==> src/rtl/flash_range_pkg.sv <==
package flash_range_pkg;
  localparam int PAGE_W     = 14;
  localparam int PAGE_SHIFT = 12;

  typedef struct packed {
    logic              wp;
    logic [PAGE_W-1:0] last;
    logic              rp;
    logic [PAGE_W-1:0] first;
  } prot_range_t;

  function automatic prot_range_t word_to_range(logic [31:0] w);
    prot_range_t r;
    r.wp    = w[31];
    r.last  = w[29:16];
    r.rp    = w[15];
    r.first = w[13:0];
    return r;
  endfunction

  function automatic logic [31:0] range_to_word(prot_range_t r);
    return {r.wp, 1'b0, r.last, r.rp, 1'b0, r.first};
  endfunction
endpackage

==> src/rtl/flash_range_regs.sv <==
module flash_range_regs
  import flash_range_pkg::*;
#(
  parameter int NUM_RANGES = 6,
  parameter int REG_AW     = 8
) (
  input  logic                               clk_i,
  input  logic                               rst_ni,
  input  logic                               lock_i,
  input  logic                               we_i,
  input  logic [REG_AW-1:0]                  addr_i,
  input  logic [31:0]                        wdata_i,
  output logic [31:0]                        rdata_o,
  output prot_range_t [NUM_RANGES-1:0]       ranges_o
);
  localparam int IDX_W = REG_AW - 2;

  logic [IDX_W-1:0] idx;
  logic             lock_q;
  logic             wr_ok;
  logic             unused_lsb;

  assign idx        = addr_i[REG_AW-1:2];
  assign unused_lsb = ^addr_i[1:0];
  assign wr_ok      = we_i & ~lock_i & ~lock_q;

  always_ff @(posedge clk_i or negedge rst_ni) begin
    if (!rst_ni)     lock_q <= 1'b0;
    else if (lock_i) lock_q <= 1'b1;
  end

  for (genvar g = 0; g < NUM_RANGES; g++) begin : g_range
    always_ff @(posedge clk_i or negedge rst_ni) begin
      if (!rst_ni)                            ranges_o[g] <= '0;
      else if (wr_ok && idx == IDX_W'(g))     ranges_o[g] <= word_to_range(wdata_i);
    end
  end

  always_comb begin
    rdata_o = '0;
    for (int i = 0; i < NUM_RANGES; i++)
      if (idx == IDX_W'(i)) rdata_o = range_to_word(ranges_o[i]);
  end
endmodule

==> src/rtl/flash_range_match.sv <==
module flash_range_match
  import flash_range_pkg::*;
(
  input  prot_range_t       range_i,
  input  logic [PAGE_W-1:0] start_page_i,
  input  logic [PAGE_W:0]   end_page_i,
  input  logic              write_i,
  output logic              hit_o
);
  logic armed;
  logic nonempty;
  logic overlap;

  assign armed    = write_i ? range_i.wp : range_i.rp;
  assign nonempty = range_i.first <= range_i.last;
  // page-granular overlap: start <= last and end >= first
  assign overlap  = (start_page_i <= range_i.last) &&
                    (end_page_i >= {1'b0, range_i.first});
  assign hit_o    = armed & nonempty & overlap;
endmodule

==> src/rtl/flash_range_guard.sv <==
module flash_range_guard
  import flash_range_pkg::*;
#(
  parameter int NUM_RANGES = 6,
  parameter int REG_AW     = 8,
  parameter int LEN_W      = 6
) (
  input  logic                       clk_i,
  input  logic                       rst_ni,
  input  logic                       lock_i,
  input  logic                       reg_we_i,
  input  logic [REG_AW-1:0]          reg_addr_i,
  input  logic [31:0]                reg_wdata_i,
  output logic [31:0]                reg_rdata_o,
  input  logic                       req_valid_i,
  input  logic [PAGE_W+PAGE_SHIFT-1:0] req_addr_i,
  input  logic [LEN_W-1:0]           req_len_i,
  input  logic                       req_write_i,
  output logic                       viol_o
);
  localparam int ADDR_W = PAGE_W + PAGE_SHIFT;

  prot_range_t [NUM_RANGES-1:0] ranges;
  logic [ADDR_W:0]              end_addr;
  logic [PAGE_W:0]              end_page;
  logic [PAGE_W-1:0]            start_page;
  logic [NUM_RANGES-1:0]        hits;
  logic                         viol_q;
  logic                         unused_low;

  flash_range_regs #(
    .NUM_RANGES(NUM_RANGES),
    .REG_AW    (REG_AW)
  ) u_regs (
    .clk_i   (clk_i),
    .rst_ni  (rst_ni),
    .lock_i  (lock_i),
    .we_i    (reg_we_i),
    .addr_i  (reg_addr_i),
    .wdata_i (reg_wdata_i),
    .rdata_o (reg_rdata_o),
    .ranges_o(ranges)
  );

  // one extra bit so accesses running off the top do not wrap
  assign end_addr   = {1'b0, req_addr_i} + {{(ADDR_W+1-LEN_W){1'b0}}, req_len_i};
  assign end_page   = end_addr[ADDR_W:PAGE_SHIFT];
  assign start_page = req_addr_i[ADDR_W-1:PAGE_SHIFT];
  assign unused_low = ^end_addr[PAGE_SHIFT-1:0];

  for (genvar g = 0; g < NUM_RANGES; g++) begin : g_match
    flash_range_match u_match (
      .range_i     (ranges[g]),
      .start_page_i(start_page),
      .end_page_i  (end_page),
      .write_i     (req_write_i),
      .hit_o       (hits[g])
    );
  end

  always_ff @(posedge clk_i or negedge rst_ni) begin
    if (!rst_ni) viol_q <= 1'b0;
    else         viol_q <= req_valid_i & (|hits);
  end

  assign viol_o = viol_q;
endmodule

==> config.mk <==
export PLATFORM = sky130hd
export DESIGN_NAME = flash_range_guard
export DESIGN_NICKNAME = d
export VERILOG_FILES = /design/src/rtl/flash_range_pkg.sv /design/src/rtl/flash_range_regs.sv /design/src/rtl/flash_range_match.sv /design/src/rtl/flash_range_guard.sv
export SDC_FILE = /design/constraint.sdc
export NUM_CORES = 1
export LEC_CHECK = 0
export ABC_AREA = 0
export BUFFER_PORTS_ARGS = -buffer_cell sky130_fd_sc_hd__buf_4
export CORE_ASPECT_RATIO = 0.7
export CORE_MARGIN = 5
export CORE_UTILIZATION = 50
export CTS_BUF_LIST = sky130_fd_sc_hd__clkbuf_4
export DETAILED_ROUTE_END_ITERATION = 12
export PLACE_DENSITY_LB_ADDON = 0.05
export SKIP_LAST_GASP = 1
export SYNTH_ARGS = -nofsm -noshare
export SYNTH_HDL_FRONTEND = slang
export SYNTH_SLANG_ARGS = --single-unit
==> constraint.sdc <==
create_clock -name clk_i -period 2.98 [get_ports clk_i]
set_input_delay 0.745 -clock clk_i [delete_from_list [all_inputs] [get_ports clk_i]]
set_output_delay 0.745 -clock clk_i [all_outputs]
set_load 0.01 [all_outputs]
## After elaboration in Yosys (flattened, before gate mapping)

Cells that the tools add are included.

- Bits in registers: 182
- Bits of input ports: 78
- Output and inout port bits: 33
- Logic and storage cells: 93

- $add $sub $neg: 1
- Magnitude comparators: 18
- Equality and inequality tests: 5
- Muxes and demuxes: 12
- Bitwise gates (word level): 17
- Reduce and logical (&&, ||, !) cells: 14

Operators with widths:

| cell | number |
|---|---|
| two-way mux 32 bit | 6 |
| <= comparator 14 bit | 12 |
| >= comparator 15 x 14 -> 1 bit | 6 |
| adder 26 x 6 -> 27 bit | 1 |
| bitwise AND 1 bit | 15 |
| == test 6 x 2 -> 1 bit, second input constant | 2 |
| == test 6 x 3 -> 1 bit, second input constant | 2 |
| logical AND 1 bit | 12 |
| == test 6 x 1 -> 1 bit, second input constant | 1 |
| zero test 6 bit | 1 |
| two-way mux 1 bit | 6 |
| OR reduction 6 bit | 1 |
| inverter 1 bit | 2 |

## Longest topological paths before layout

- Depth in word-level cells: 7
- Mapped depth: 18
- Depth with buffers taken out: 18

## Modules after synthesis

Synthesis repeated with hierarchy kept, for this count alone.

- Cell total of the unflattened synthesis: 1492
- Area total of the unflattened synthesis: 15212.1 um2

By module, submodules not included:

| module | times used | cells each | area each (um2) | sequential area each (um2) |
|---|---|---|---|---|
| flash_range_regs | 1 | 613 | 8454.4 | 4529.3 |
| flash_range_match (g_match[0].u_match ...) | 5 | 136 | 1026.0 | 0.0 |
| flash_range_match (g_match[2].u_match) | 1 | 134 | 1049.8 | 0.0 |
| flash_range_guard | 1 | 65 | 578.1 | 25.0 |

## Worst setup path before layout

No wires, ideal clock.

- Path type: input to register
- Start: in req_addr_i[5]
- End: reg viol_q, in the netlist viol_o
- Library setup time: 0.143 ns
- Data arrival time: 3.786 ns
- Data required time: 2.837 ns
- Setup slack: -0.948 ns
- Stages on the path: 16
- Path buffers: 0
- Cell sequence: ha_1 -> nand2_1 -> a211oi_1 -> a21oi_2 -> nor3_1 -> and3_1 -> and3_1 -> xor2_1 -> ha_1 -> a21oi_1 -> a21oi_1 -> a2111oi_0 -> o31ai_1 -> a21oi_1 -> o32a_1 -> a41oi_1

- Longest elaborated chain between the ends: 6
- Elaborated cells on any way between the ends: 21
- Those cells by class: add/sub: 1; order compare: 6; bitwise: 7; reduce/logical: 7

RTL lines:

| element | RTL line | text |
|---|---|---|
| start, declared | flash_range_guard.sv:16 | `input logic [PAGE_W+PAGE_SHIFT-1:0] req_addr_i,` |
| adder 26 x 6 -> 27 bit (*) | flash_range_guard.sv:46 | `assign end_addr = {1'b0, req_addr_i} + {{(ADDR_W+1-LEN_W){1'b0}}, req_len_i};` |
| >= comparator 15 x 14 -> 1 bit | flash_range_match.sv:18 | `(end_page_i >= {1'b0, range_i.first});` |
| logical AND 1 bit | flash_range_match.sv:17 | `assign overlap = (start_page_i <= range_i.last) &&` |
| bitwise AND 1 bit | flash_range_match.sv:19 | `assign hit_o = armed & nonempty & overlap;` |
| OR reduction 6 bit (*) | flash_range_guard.sv:63 | `else viol_q <= req_valid_i & (\|hits);` |
| bitwise AND 1 bit (*) | flash_range_guard.sv:63 |  |
| end signal, assigned | flash_range_guard.sv:63 |  |
| end, declared | flash_range_guard.sv:28 | `logic viol_q;` |

Every way passes the cells marked *; elsewhere a longest branch is shown, timed or not.
A chain may end at the register's enable or synchronous reset.

## Worst setup path in the final report

- Start: in req_addr_i[1]
- End: reg viol_q, in the netlist viol_o

The elaborated chain is that of the path after synthesis.

==> metrics.cfg <==
[cells_and_area]
final_cells=2115
drive_gt1_frac=0.229
nets=2059
synthToLayoutAreaGrowth_pct=17.6
final_util=0.593
fillers=2559

[pwr]
ir_drop_v=0.000244
power.density_mw_per_mm2=297
clockPowerShare=0.335
p_leak_nw=8.23
p_int_mw=3.60
p_switching_mw=1.45
switching_share=0.287
pwr-share-comb=0.171
seqPwrFrac=0.494

[yosys]
muxShareOfSynthArea=0.122
yosysTopAreaCellShare=0.315
synth_top_family_by_area=adder cells
synth.distinct_cells=68
synthCells=1561
synth_area_mm2=0.0145
synthAdderAreaFrac=0.222
synth_edf_count=0
synthFlopType=dfrtp_1
synth.top_cells.by_area=dfrtp_1, ha_1, mux2_2
synth_top_cell_by_area=dfrtp_1
seq_area_frac_synth=0.315
synth_xor_area_frac=0.00848
yosys-top-cells-count=ha_1, inv_1, dfrtp_1
synth-seq-cells=182
synth_area_per_cell_um2=9.26
yosysMostFrequentCell=ha_1
synth_async_sr_flop_share=1.00
synth_warnings=0
synth-simple-area-share=0.107
synth_compound_area_frac=0.161

[timing]
relSlewSlack=0.449
worst_pin_slew_ns=0.819
rsz0062_at_grt=yes
slew_viol_final=0
finalHoldViolations=0
fin_crit_sh=1.16
max_freq_ghz=0.289
setup_viol_count_final=2
setup_slack_ns=-0.482
period_needed_ns=3.46
skew_ns=0.0159

[critical_path]
crit_type=in2reg
rr_worst_depth=9
cp-end-kind=flip-flop
cp_max_fo=5
required_ns=3.51
reg2reg_to=viol_o
crit_arrival_ns=3.99
startpoint_type=input pin
reg2reg_slack_ns=0.28
rr_startpoint=u_regs.ranges_o[73]

[global_routing]
groute.usage.overall=0.309
grt_max_degree=59
grt_pass1_wl_um=75900
use_met1=0.471
grt_pass1_vias=12800
grt_most_used_layer=met1
use_met3=0.0761
antenna_found_initial=2
globalRouteOverflowTotal=0
use_met2=0.446

[die]
coreArea_mm2=0.0287
start_util=0.504
fp.dieH_um=152
rows=52
die_area_mm2=0.0325
ioPinCount=111
fp.dieW_um=213

[placed_design]
gp_congestion=0.945
placed_cells=2080
dp_hpwl_um=40300
numPortBuffers=104

[drt]
dr_total_vias=12800
wl_um=50200
ant_nets=0
viasPerCell=6.07
firstDrtPassIters=5
drc=0
drtIter0Drc=1040
wl_per_cell_um=23.8

[clocking]
clk_pin_slew_worst_paths_ns=0.15
cts_tree=built
h-tree-depth=4
cts.root.buffer_cell=clkbuf_4
clkLatencyLatePin_ns=0.65
clk_path_buf_depth=2
cts_sinks=182
cts_inserted_buffers=17

[outcome]
status=finished with violations
violations=setup timing

[hold_path]
holdCritPathClass=in2async

[run]
drv_cap=0

==> critical path, cell delays in order <==
cell and delay [ns]:
buf_4 0.11, ha_1 0.28, a311oi_2 0.08, o21bai_1 0.19, a21oi_2 0.12, nor3_2 0.24
and3_4 0.23, and3_4 0.23, nand3_4 0.10, xnor2_4 0.32, ha_1 0.34, a2111oi_2 0.42
o31ai_1 0.12, a21oi_1 0.14, o32a_1 0.21, a41oi_1 0.11
==> per-stage QoR <==
step	worst slack, ns	power, mW	area (um^2)	setup TNS [ns]	hold WS (ns)
floorplan	-0.584	2.89	14600	-0.584	0.418
detailed placement	-1.13	3.37	16500	-1.59	0.437
CTS	-0.333	5.05	16800	-0.333	0.0284
finish	-0.482	5.06	17000	-0.485	0.0565
global placement	-0.934	3.35	16500	-1.44	0.435
global route	-0.554	5.27	17000	-0.610	0.0680
==> timing repair <==
action	in CTS	in global routing
hold buffers	0	0
endpoints found under the setup margin	11	18
buffers inserted	0	3
pin swaps	3	17
resized for setup	9	33
==> cell families (layout without fill, tap and decap cells) <==
| family | after synthesis | count (layout) |
|---|---|---|
| simple gates | 328 | 328 |
| compound gates | 378 | 378 |
| other cells | 1 | 4 |
| xor+xnor | 14 | 14 |
| fa+ha+maj | 257 | 257 |
| flops | 182 | 182 |
| buf+inv | 240 | 413 |
| mux | 161 | 161 |
==> state kept, by name, indices dropped and copies added, names as in the netlist <==
| register | count |
|---|---|
| u_regs.ranges_o | 180 |
| u_regs.lock_q | 1 |
| viol_o | 1 |
==> metal layers <==
metal | part of all wire | vias up
li1 | - | 5976
met3 | 0.091 | 39
met1 | 0.47 | 6379
met4 | 0.014 | 0
met2 | 0.42 | 439
met5 | 0 | -
==> area by class of cell <==
| cell class | count | area [um^2] | area share |
|---|---|---|---|
| Multi-Input combinational cell | 1140 | 9280 | 0.545 |
| Tap cell | 378 | 473 | 0.0278 |
| Sequential cell | 182 | 4550 | 0.268 |
| Clock inverter | 9 | 178 | 0.0104 |
| Antenna cell | 2 | 5.00 | 0.000294 |
| Timing Repair Buffer | 197 | 1670 | 0.0980 |
| Inverter | 186 | 698 | 0.0411 |
| Clock buffer | 21 | 158 | 0.00927 |
==> cells in the final DEF (no fill, tap or decap), types with 21 or more instances in the layout <==
cell / synthesis / routed
ha_1: 257 / 254
inv_1: 186 / 186
dfrtp_1: 182 / 182
buf_4: 3 / 178
nand2_1: 160 / 160
o21ai_0: 142 / 138
mux2_2: 124 / 124
a21oi_1: 69 / 68
nor2_1: 44 / 43
nand4_1: 40 / 40
mux2i_1: 34 / 29
nand3_1: 23 / 22
o21ai_1: 17 / 21
clkbuf_4: 0 / 21
==> worst max path at each step <==
stage / startpoint / endpoint / slack [ns] / cells past startpoint
final: req_addr_i[1] / viol_o / -0.48 / 16
after global routing: req_addr_i[1] / viol_o / -0.55 / 19
after CTS: req_addr_i[5] / viol_o / -0.33 / 20
after detailed placement: req_addr_i[2] / viol_o / -1.13 / 17
after global placement: req_addr_i[3] / viol_o / -0.93 / 16
after floorplan: req_addr_i[5] / viol_o / -0.58 / 16
==> power groups by stage <==
stage,combinational (mW),sequential [mW],clock (mW)
3_5_place_dp,0.828,2.54,0
5_1_grt,0.942,2.50,1.83
4_1_cts,0.836,2.49,1.72
6_report,0.864,2.50,1.70
3_3_place_gp,0.813,2.54,0
2_1_floorplan,0.355,2.54,0
Power figures use the tool's default switching activity.
